$ cat src/rtl/shadow_pwm_pkg.sv
package shadow_pwm_pkg;
    typedef enum logic {
        CH_IDLE = 1'b0,
        CH_RUN  = 1'b1
    } ch_state_e;
endpackage

$ cat src/rtl/shadow_pwm_regs.sv
module shadow_pwm_regs #(
    parameter int NCH  = 4,
    parameter int AW   = 12,
    parameter int DW   = 32,
    parameter int CW   = 16,
    parameter int DIVW = 2,
    parameter int POL_BIT = 5,
    parameter logic [AW-1:0] PER_BASE = 12'h400,
    parameter logic [AW-1:0] DUT_BASE = 12'h420,
    parameter logic [AW-1:0] CTL_BASE = 12'h440
) (
    input  logic                      clk,
    input  logic                      rst_n,
    input  logic                      wr_en,
    input  logic [AW-1:0]             wr_addr,
    input  logic [DW-1:0]             wr_data,
    input  logic [AW-1:0]             rd_addr,
    output logic [DW-1:0]             rd_data,
    output logic [NCH-1:0][CW-1:0]    sh_per,
    output logic [NCH-1:0][CW-1:0]    sh_dut,
    output logic [NCH-1:0][DIVW-1:0]  sh_div,
    output logic [NCH-1:0]            sh_pol,
    output logic [NCH-1:0]            per_wr
);
    function automatic logic [AW-1:0] slot(input logic [AW-1:0] base, input int idx);
        return base + AW'(idx * 4);
    endfunction

    logic [NCH-1:0] dut_wr, ctl_wr;
    logic           unused_wr;
    assign unused_wr = ^wr_data;

    for (genvar g = 0; g < NCH; g++) begin : g_ch
        assign per_wr[g] = wr_en && (wr_addr == slot(PER_BASE, g));
        assign dut_wr[g] = wr_en && (wr_addr == slot(DUT_BASE, g));
        assign ctl_wr[g] = wr_en && (wr_addr == slot(CTL_BASE, g));

        always_ff @(posedge clk or negedge rst_n) begin
            if (!rst_n) begin
                sh_per[g] <= '0;
                sh_dut[g] <= '0;
                sh_div[g] <= '0;
                sh_pol[g] <= 1'b0;
            end else begin
                if (per_wr[g]) sh_per[g] <= wr_data[CW-1:0];
                if (dut_wr[g]) sh_dut[g] <= wr_data[CW-1:0];
                if (ctl_wr[g]) begin
                    sh_div[g] <= wr_data[DIVW-1:0];
                    sh_pol[g] <= wr_data[POL_BIT];
                end
            end
        end
    end

    always_comb begin
        rd_data = '0;
        for (int i = 0; i < NCH; i++) begin
            if (rd_addr == slot(PER_BASE, i)) rd_data = DW'(sh_per[i]);
            if (rd_addr == slot(DUT_BASE, i)) rd_data = DW'(sh_dut[i]);
            if (rd_addr == slot(CTL_BASE, i)) begin
                rd_data[DIVW-1:0] = sh_div[i];
                rd_data[POL_BIT]  = sh_pol[i];
            end
        end
    end

    // a write that hits no register leaves all shadow storage untouched
    assert_unmapped_ignored_R2: assert property (@(posedge clk) disable iff (!rst_n)
        (wr_en && !(|{per_wr, dut_wr, ctl_wr})) |=>
        ($stable(sh_per) && $stable(sh_dut) && $stable(sh_div) && $stable(sh_pol)));
endmodule

$ cat src/rtl/shadow_pwm_chan.sv
module shadow_pwm_chan
    import shadow_pwm_pkg::*;
#(
    parameter int CW   = 16,
    parameter int DIVW = 2
) (
    input  logic            clk,
    input  logic            rst_n,
    input  logic            tick,
    input  logic            per_wr,
    input  logic [CW-1:0]   sh_per,
    input  logic [CW-1:0]   sh_dut,
    input  logic [DIVW-1:0] sh_div,
    input  logic            sh_pol,
    output logic            pwm
);
    localparam int PW = (1 << DIVW) - 1;

    ch_state_e       state, state_nx;
    logic            pend;
    logic [CW-1:0]   a_per, a_dut, cnt;
    logic [DIVW-1:0] a_div;
    logic            a_pol;
    logic [PW-1:0]   pre, pre_mask;
    logic            dtick, at_end, commit, load, stop;

    assign pre_mask = PW'((1 << a_div) - 1);
    assign dtick    = tick && (pre == pre_mask);
    assign at_end   = (state == CH_RUN) && dtick && (cnt == a_per - CW'(1));
    assign commit   = pend && ((state == CH_IDLE) || at_end);
    assign load     = commit && (sh_per != '0);
    assign stop     = commit && (sh_per == '0) && (state == CH_RUN);

    always_comb begin
        state_nx = state;
        unique case (state)
            CH_IDLE: if (load) state_nx = CH_RUN;   // start (drop stays here)
            CH_RUN:  if (stop) state_nx = CH_IDLE;  // stop (wrap stays here)
            default: state_nx = CH_IDLE;
        endcase
    end

    always_ff @(posedge clk or negedge rst_n) begin
        if (!rst_n) state <= CH_IDLE;
        else        state <= state_nx;
    end

    always_ff @(posedge clk or negedge rst_n) begin
        if (!rst_n) begin
            pend  <= 1'b0;
            a_per <= '0;
            a_dut <= '0;
            a_div <= '0;
            a_pol <= 1'b0;
            cnt   <= '0;
            pre   <= '0;
        end else begin
            if (per_wr)      pend <= 1'b1;
            else if (commit) pend <= 1'b0;
            if (load) begin
                a_per <= sh_per;
                a_dut <= sh_dut;
                a_div <= sh_div;
                a_pol <= sh_pol;
                cnt   <= '0;
                pre   <= '0;
            end else if (stop) begin
                cnt <= '0;
                pre <= '0;
            end else if (state == CH_RUN && tick) begin
                if (dtick) begin
                    pre <= '0;
                    cnt <= at_end ? '0 : cnt + CW'(1);
                end else begin
                    pre <= pre + PW'(1);
                end
            end
        end
    end

    always_comb begin
        pwm = 1'b0;
        unique case (state)
            CH_IDLE: pwm = 1'b0;
            CH_RUN:  pwm = (cnt < a_dut) ^ a_pol;
            default: pwm = 1'b0;
        endcase
    end

    // the counter never leaves the running period
    assert_cnt_in_period_R4: assert property (@(posedge clk) disable iff (!rst_n)
        (state == CH_RUN) |-> (cnt < a_per));
    // the prescaler never passes the division selected by the divider code
    assert_pre_bound_R3: assert property (@(posedge clk) disable iff (!rst_n)
        pre <= pre_mask);
    // active settings only change at a period end
    assert_settings_hold_R6: assert property (@(posedge clk) disable iff (!rst_n)
        (state == CH_RUN && !at_end) |=>
        ($stable(a_per) && $stable(a_dut) && $stable(a_div) && $stable(a_pol)));
    // a period write always leaves a commit pending
    assert_pend_after_write_R6: assert property (@(posedge clk) disable iff (!rst_n)
        per_wr |=> pend);
    // a zero-period commit at a period end returns the channel to idle
    assert_stop_to_idle_R8: assert property (@(posedge clk) disable iff (!rst_n)
        (at_end && pend && sh_per == '0) |=> (state == CH_IDLE));
endmodule

$ cat src/rtl/shadow_pwm.sv
module shadow_pwm #(
    parameter int NCH  = 4,
    parameter int AW   = 12,
    parameter int DW   = 32,
    parameter int CW   = 16,
    parameter int DIVW = 2
) (
    input  logic           clk,
    input  logic           rst_n,
    input  logic           time_tick,
    input  logic           wr_en,
    input  logic [AW-1:0]  wr_addr,
    input  logic [DW-1:0]  wr_data,
    input  logic [AW-1:0]  rd_addr,
    output logic [DW-1:0]  rd_data,
    output logic [NCH-1:0] pwm_out
);
    logic [NCH-1:0][CW-1:0]   sh_per, sh_dut;
    logic [NCH-1:0][DIVW-1:0] sh_div;
    logic [NCH-1:0]           sh_pol, per_wr;

    shadow_pwm_regs #(.NCH(NCH), .AW(AW), .DW(DW), .CW(CW), .DIVW(DIVW)) u_regs (
        .clk(clk), .rst_n(rst_n), .wr_en(wr_en), .wr_addr(wr_addr),
        .wr_data(wr_data), .rd_addr(rd_addr), .rd_data(rd_data),
        .sh_per(sh_per), .sh_dut(sh_dut), .sh_div(sh_div), .sh_pol(sh_pol),
        .per_wr(per_wr)
    );

    for (genvar g = 0; g < NCH; g++) begin : g_chan
        shadow_pwm_chan #(.CW(CW), .DIVW(DIVW)) u_chan (
            .clk(clk), .rst_n(rst_n), .tick(time_tick), .per_wr(per_wr[g]),
            .sh_per(sh_per[g]), .sh_dut(sh_dut[g]), .sh_div(sh_div[g]),
            .sh_pol(sh_pol[g]), .pwm(pwm_out[g])
        );
    end
endmodule

$ cat config.mk
export PLATFORM = sky130hd
export DESIGN_NAME = shadow_pwm
export DESIGN_NICKNAME = d
export VERILOG_FILES = /design/src/rtl/shadow_pwm_pkg.sv /design/src/rtl/shadow_pwm_regs.sv /design/src/rtl/shadow_pwm_chan.sv /design/src/rtl/shadow_pwm.sv
export SDC_FILE = /design/constraint.sdc
export NUM_CORES = 1
export LEC_CHECK = 0
export ABC_AREA = 1
export BUFFER_PORTS_ARGS = -buffer_cell sky130_fd_sc_hd__buf_2
export CORE_ASPECT_RATIO = 0.6
export CORE_UTILIZATION = 50
export CTS_CLUSTER_SIZE = 8
export DETAILED_ROUTE_END_ITERATION = 6
export GPL_TIMING_DRIVEN = 1
export PLACE_DENSITY = 0.77
export SYNTH_ARGS = -nofsm -noshare
export SYNTH_HDL_FRONTEND = slang
export SYNTH_HIERARCHICAL = 1
export SYNTH_SLANG_ARGS = --single-unit
$ cat constraint.sdc
create_clock -name clk -period 3.2 [get_ports clk]
set_input_delay 0.32 -clock clk [delete_from_list [all_inputs] [get_ports clk]]
set_output_delay 0.32 -clock clk [all_outputs]
set_load 0.03 [all_outputs]
* Yosys cells after proc, flatten, opt, wreduce, memory -nomap -nowiden
Index checks and enable logic that the tools add are counted.
W data, S select, Z words.
** Operators by class
- Add/subtract/negate cells :: 16
- Magnitude comparators :: 4
- Eq/ne operators :: 32
- Shift-type cells :: 4
- Multiplexer cells :: 76
- Bitwise operators :: 8
- Reduce and logical (&&, ||, !) cells :: 72
** Operators with widths (number)
- $mux W16 :: 28
- $eq A12 B11 Y1 const B :: 24
- $add A16 B1 Y16 const B :: 4
- $eq A16 B16 Y1 :: 4
- $logic_not A16 Y1 :: 4
- $lt A16 B16 Y1 :: 4
- $reduce_bool A16 Y1 :: 4
- $sub A16 B1 Y16 const B :: 4
- $mux W3 :: 16
- $logic_and A1 B1 Y1 :: 44
- $reduce_bool A3 Y1 :: 8
- $mux W1 :: 20
- $pmux W1 S2 :: 8
- $add A3 B1 Y3 const B :: 4
- $eq A3 B3 Y1 :: 4
- $shl A1 B2 Y3 const A :: 4
- $sub A3 B2 Y3 const B :: 4
- $mux W2 :: 4
- $reduce_and A2 Y1 :: 4
- $reduce_bool A2 Y1 :: 4
- $logic_or A1 B1 Y1 :: 4
- $not A1 Y1 :: 4
- $xor A1 B1 Y1 :: 4
** Storage, ports and cells
- Flip-flop bits (word level) :: 364
- Input bits :: 60
- Output and inout bits :: 36
- Word-level logic and storage cells :: 260

* Logic depth before layout (Yosys ltp)
Gate-level depths: netlist (run 1).
- Word-level depth :: 13
- Mapped depth :: 21
- Gate-level depth less buffers :: 21

* Cells and area by module
Netlist (run 1), hierarchy kept.
** By module, submodules not included
- shadow_pwm_chan :: instances 4, cells an instance 571, area an instance 4395.5 µm², seq. area each 1401.3 µm²
- shadow_pwm_regs :: instances 1, cells an instance 828, area an instance 6693.9 µm², seq. area each 3503.4 µm²

* Worst setup path before layout (run 1)
No wires, ideal clock.
- Kind :: in2out
- From :: input rd_addr[10]
- To :: output rd_data[10]
- Arrival time :: 2094 ps
- Data required time :: 2880 ps
- Slack :: 786 ps
- Stages on the path :: 11
- Buffers on the path :: 1
- Cells stage by stage :: inv_1 nor2_1 nand2_1 inv_2 nand2_1 nor3_4 inv_2 nor2_4 buf_2 a211oi_1 o21ai_0
** On the way
- Cells in the longest elaborated chain, start to end :: 9
- Elaborated cells on any way between the ends :: 16
- Classes of those cells :: eq/ne (8); mux (8)
** RTL lines
- from (decl) :: RTL line shadow_pwm.sv:14 : input logic [AW-1:0] rd_addr,
- $eq A12 B11 Y1 :: RTL line shadow_pwm_regs.sv:58 : if (rd_addr == slot(PER_BASE, i)) rd_data = DW'(sh_per[i]);
- $mux W16 :: RTL line shadow_pwm_regs.sv:58
- $mux W16 :: RTL line shadow_pwm_regs.sv:59 : if (rd_addr == slot(DUT_BASE, i)) rd_data = DW'(sh_dut[i]);
- $mux W16 :: RTL line shadow_pwm_regs.sv:58
- $mux W16 :: RTL line shadow_pwm_regs.sv:59
- $mux W16 :: RTL line shadow_pwm_regs.sv:58
- $mux W16 :: RTL line shadow_pwm_regs.sv:59
- $mux W16 :: RTL line shadow_pwm_regs.sv:58
- $mux W16 * :: RTL line shadow_pwm_regs.sv:59
- to (decl) :: RTL line shadow_pwm.sv:15 : output logic [DW-1:0] rd_data,
Every way passes the cells marked *; elsewhere a longest branch is shown, timed or not.

* Final worst setup path (run 1)
- From :: input rd_addr[1]
- To :: output rd_data[9]
Same word-level chain as after synthesis.

==> results.cfg, run 1 <==
[sta]
clock-skew-final_ns = 0.0115
finalHoldViolCount = 0
rsz0062_at_grt = false
clock.fmax_ghz = 0.331
tightestPinTransition_ns = 0.838
fin_tns_setup_ns = 0
slew-limit-headroom = 0.436
finalMaxSlewViolations = 0
post-route-period-util = 0.943
setup_viol = 0
fin_crit_ns = 3.02

[synthesis]
synth_top_area_cell = dfrtp_1
synth-simple-area-share = 0.325
yosysWarnings = 6
async_flop_share = 1.00
synthAdderAreaFrac = 0.0371
synth_top_family_by_area = simple AND/OR/NAND/NOR gates
synth_cell_types = 45
ys_ff_latch = 364
synth_edf_count = 0
synth_top_cells_by_area = dfrtp_1, nand2_1, nand3_1
synth_compound_area_frac = 0.140
synth_cells = 3112
synth_xor_xnor_area_share = 0.0346
postSynthAreaPerCell_um2 = 7.80
syn_area_um2 = 24300
muxShareOfSynthArea = 0
ys_seq_area_frac = 0.375
synth_top_area_share = 0.375
ys.flop_type = dfrtp_1

[critical_path]
critical_path.cell_chain = buf_2 -> nor2_2 -> nand2_1 -> nor2_4 -> nand2_1 -> buf_4 -> nand3_1 -> nand2_1 -> a221oi_1 -> nand3_1 -> o211ai_1 -> nand2_1 -> buf_2
cp_max_fo = 12
slowest_stage = o211ai_1
r2r_start = g_chan[2].u_chan/a_per[0]
worstPathRequired_ns = 2.88
r2r_setup_slack_ns = 0.32
cpMostUsedCell = nand2_1
critPathTopFamily = simple AND/OR/NAND/NOR gates
cp-start-kind = input pin
cp-end-kind = output pin
crit_type = in -> out
crit_buf_inv = 3
reg2reg_depth = 17
cp.arrival_ns = 2.70
reg2reg_to = g_chan[2].u_chan/a_dut[4]
max_stage_delay_ns = 0.31

[cts]
cts_root_buf = clkbuf_16
path_clk_slew_ns = 0.05
clk_latency_ns = 0.57
h-tree-depth = 2
numCtsBuffers = 51
clock_path_buffers = 3
cts_tree = built
cts_num_sinks = 364

[layout]
final_layout_size_suffix_gt1_frac = 0.172
diodes = 0
syn_to_final_growth_pct = 9.70
fin_nets = 3329
postLayoutCellArea_um2 = 26600

[die]
dieWidth_um = 286
initial_utilization = 0.507
die_h_um = 173
dieArea_um2 = 49500
row_count = 62
coreArea_um2 = 47900
ios = 96

[detailed_routing]
via_per_inst = 5.67
drt_iter0_markers = 2668
dr.pass1.iters = 6
vias = 21800
antenna_left = 0
wire_per_inst_um = 19.0
wl_um = 73000
route.detailed.drc = 0

[placed_design]
gp_congestion = 1.07
place_area_um2 = 25300
io_buffer_count = 63
dp.final_hpwl_um = 54600

[grt]
antenna_found_initial = 2
grt_pass1_wl_um = 115000
grt.overflow.total = 0
grt_max_degree = 87
grt_usage = 0.296
grt_pass1_vias = 20000

[worst_hold_path]
min_path_cells = 4
hp-start = wr_addr[7]
hold_path_end = u_regs/sh_pol[2]
min_path_type = in -> reg

[run_status]
outcome = finished clean

[pwr]
peakVddDrop_mv = 0.432
p_total_mw = 9.67
powerDensity_nw_per_um2 = 363
leakage_nw = 13.3

[run]
max_cap_violations = 0
## worst max-delay path by stage
stage	start	end	slack, ns	depth (start not counted)
finish	rd_addr[1]	rd_data[9]	0.18	13
CTS	rd_addr[1]	rd_data[10]	0.23	13
detailed placement	rd_addr[1]	rd_data[10]	0.24	13
global placement	rd_addr[1]	rd_data[10]	0.26	13
global route	rd_addr[9]	rd_data[1]	0.05	23
floorplan	rd_addr[10]	rd_data[10]	0.79	11
## synth_stat cells, drive strengths merged, types with 12 or more instances
| cell | n |
|---|---|
| nor2 | 359 |
| o21ai | 169 |
| nand3b | 24 |
| xor2 | 76 |
| nand4 | 97 |
| xnor2 | 20 |
| a21oi | 211 |
| nand3 | 231 |
| o211ai | 84 |
| ha | 72 |
| a221oi | 12 |
| nor4 | 39 |
| inv | 314 |
| nand2 | 852 |
| clkbuf | 56 |
| dfrtp | 364 |
| buf | 74 |
| nor3 | 28 |
## report_power, final
group	switching, mW	internal [mW]
registers	0.0132	4.62
logic	0.241	0.0559
clock network	1.96	2.79
## layout by cell type, fill, tap and decap left out, types with 12 or more instances in the layout
cell type and instances:
clkbuf_16 51, o211ai_1 36, nor3_1 24, nor2_2 22, nor2_1 244, o21ai_0 162
nand4_1 97, xor2_1 76, inv_2 37, ha_1 72, nor2_4 89, a21oi_2 112
nand3b_1 24, nand3_1 214, buf_4 73, o211ai_2 48, xnor2_1 20, a221oi_1 12
buf_2 62, nand2_1 836, a21oi_1 99, conb_1 16, nor4_1 38, dfrtp_1 364
inv_1 277, nand2_2 16
## area by class of cell
cell class              instances  area (um^2)
well taps                     640          801
flip-flops and latches        364         9110
fillers                      4426        21200
clock inverters                 1         8.76
clock buffers                  55         1290
inverters                     322         1210
multi-input cells            2311        13100
repair buffers                147         1080
## sequential cells by signal, indices dropped and copies added (netlist names), 8 cells and up, named ones only
signal,count
g_chan.u_chan/cnt,64
g_chan.u_chan/a_per,64
u_regs/sh_dut,64
u_regs/sh_div,8
g_chan.u_chan/a_div,8
g_chan.u_chan/pre,12
g_chan.u_chan/a_dut,64
u_regs/sh_per,64
## kinds of logic after synthesis
group	Yosys count
simple gates	1638
compound gates	489
buf+inv	452
flops	364
xor+xnor	96
fa+ha+maj	72
other cells	1
## per-stage QoR
stage	setup slack, ns	util	hold slack [ns]	cells
floorplan	0.786	-	0.0244	3127
finish	0.181	0.556	0.229	3840
CTS	0.230	0.556	0.209	3839
global placement	0.259	0.529	0.366	3782
detailed placement	0.237	0.529	0.369	3782
global route	0.0488	0.556	0.285	3840
## timing repair
action | in CTS | in global routing
endpoints found under the hold margin | 76 | 0
hold buffers | 1 | 0
resized for setup | 0 | 0
setup buffers | 0 | 1
setup endpoints to repair | 0 | 3
## worst register-to-register path, stage by stage (launching register included)
cell,delay (ns)
dfrtp_1,0.40
inv_2,0.08
ha_1,0.31
nand2_1,0.08
nand2_1,0.06
nor2_1,0.09
nand2_1,0.06
nor2_1,0.19
nand2_1,0.08
nor2_1,0.10
nand2_1,0.08
nor2_2,0.13
nand3_2,0.14
nand2_2,0.13
nand3_4,0.25
buf_12,0.32
nor2_1,0.21
a21oi_2,0.05
## layer usage
layer	routed length [um]	global-route usage	part of all wire
met5	0	0	0
met2	28300	0.392	0.39
met3	9340	0.0988	0.13
met4	1130	0.0488	0.015
met1	34200	0.465	0.47
Power figures use the tool's default switching activity.
==> inputs of run 2 (changes only) <==
CAP_MARGIN = 10   (was unset)
PLACE_DENSITY = 0.67   (was 0.77)
==> results.cfg, run 2 (same netlist as run 1, synthesis figures left out) <==
[detailed_routing]
antenna_left = 0
route.detailed.drc = 0
wire_per_inst_um = 20.2
vias = 22100
wl_um = 77100
via_per_inst = 5.77
drt_iter0_markers = 2614
dr.pass1.iters = 6

[die]
dieArea_um2 = 49500
coreArea_um2 = 47900
row_count = 62
dieWidth_um = 286
ios = 96
initial_utilization = 0.507
die_h_um = 173

[worst_hold_path]
min_path_type = in -> reg
min_path_cells = 4

[sta]
clock-skew-final_ns = 0.0251
tightestPinTransition_ns = 0.905
post-route-period-util = 0.965
setup_viol = 0
slew-limit-headroom = 0.396
setup_slack_ns = 0.111
fin_tns_setup_ns = 0
finalMaxSlewViolations = 0
fin_crit_ns = 3.09
rsz0062_at_grt = false
timing.hold.ws_ns = 0.216
finalHoldViolCount = 0
clock.fmax_ghz = 0.324

[grt]
antenna_found_initial = 2
grt_pass1_wl_um = 121000
grt.overflow.total = 0
grt_pass1_vias = 20600
grt_max_degree = 92
grt_usage = 0.314

[cts]
clock_path_buffers = 3
path_clk_slew_ns = 0.06
cts_setup_buffers = 0
h-tree-depth = 2
clk_latency_ns = 0.59
cts_root_buf = clkbuf_16
numCtsBuffers = 51
cts_tree = built
cts_num_sinks = 364

[layout]
diodes = 0
mostFrequentLayoutCell = nand2_1
final_layout_size_suffix_gt1_frac = 0.168
final_cell_mix = nand2_1, dfrtp_1, inv_1
fin_nets = 3312
syn_to_final_growth_pct = 9.43

[critical_path]
cp-start-kind = register
crit_type = reg -> out
reg2reg_depth = 17
worstPathRequired_ns = 2.88
cp_max_fo = 6
cp.arrival_ns = 2.77
cp-end-kind = output pin

[run_status]
outcome = finished clean

[pwr]
leakage_nw = 13.2
peakVddDrop_mv = 0.356
powerDensity_nw_per_um2 = 369

[placed_design]
dp.final_hpwl_um = 58300
gp_congestion = 1.03
io_buffer_count = 63
dpl_worst_slack_ns = 0.219

[run]
max_cap_violations = 0
run 2: timing repair:
item,in CTS,in global routing
gates resized for setup,0,1
setup endpoints to repair,0,3
hold buffers,1,0
endpoints found under the hold margin,81,0
run 2: critical path: stages (launching register included):
cell      delay [ns]
dfrtp_1         0.47
ha_1            0.31
a21boi_0        0.49
o211ai_1        0.14
a21oi_1         0.18
o211ai_1        0.12
nand3_1         0.09
nand2_1         0.05
nor2_1          0.11
buf_2           0.22
run 2: path summary, 6_finish.rpt:
check / start / to / slack (ns)
max in group asynchronous: rst_n / u_regs/sh_dut[50] / 1.99
worst max-delay path: g_chan[3].u_chan/cnt[1] / pwm_out[3] / 0.11
min in group asynchronous: rst_n / g_chan[2].u_chan/a_dut[1] / 0.39
worst max register to register: g_chan[1].u_chan/a_per[0] / g_chan[1].u_chan/cnt[13] / 0.31
worst min-delay path: wr_addr[7] / u_regs/sh_div[0] / 0.22
worst min register to register: g_chan[2].u_chan/a_dut[0] / g_chan[2].u_chan/a_dut[0] / 0.47
run 2: metal layers:
| layer | vias up | part of all wire | track usage |
|---|---|---|---|
| met5 | - | 0.00017 | 0 |
| met1 | 10600 | 0.49 | 0.510 |
| met4 | 2 | 0.018 | 0.0622 |
| met2 | 956 | 0.39 | 0.414 |
| met3 | 101 | 0.10 | 0.0719 |
| li1 | 10400 | - | - |
run 2: area by class of cell:
class                   instances  area (um^2)
multi-input cells            2311        13100
clock buffers                  55         1320
repair buffers                130          968
fillers                      4376        21300
well taps                     640          801
clock inverters                 2         25.0
flip-flops and latches        364         9110
inverters                     322         1210
run 2: power breakdown:
group / total [mW] / internal, mW / switching [mW]
Clock: 4.88 / 2.86 / 2.01
Sequential: 4.63 / 4.62 / 0.0148
Combinational: 0.300 / 0.0556 / 0.244
Total: 9.81 / 7.54 / 2.27
run 2: per-stage QoR:
step | cell area [um^2] | power [mW] | utilization | instances
final | 26600 | 9.81 | 0.555 | 3824
after global placement | 25200 | 5.00 | 0.527 | 3766
after CTS | 26600 | 9.91 | 0.555 | 3824
after detailed placement | 25200 | 5.01 | 0.527 | 3766
after floorplan | 24300 | 4.80 | - | 3127
after global routing | 26600 | 10.1 | 0.555 | 3824
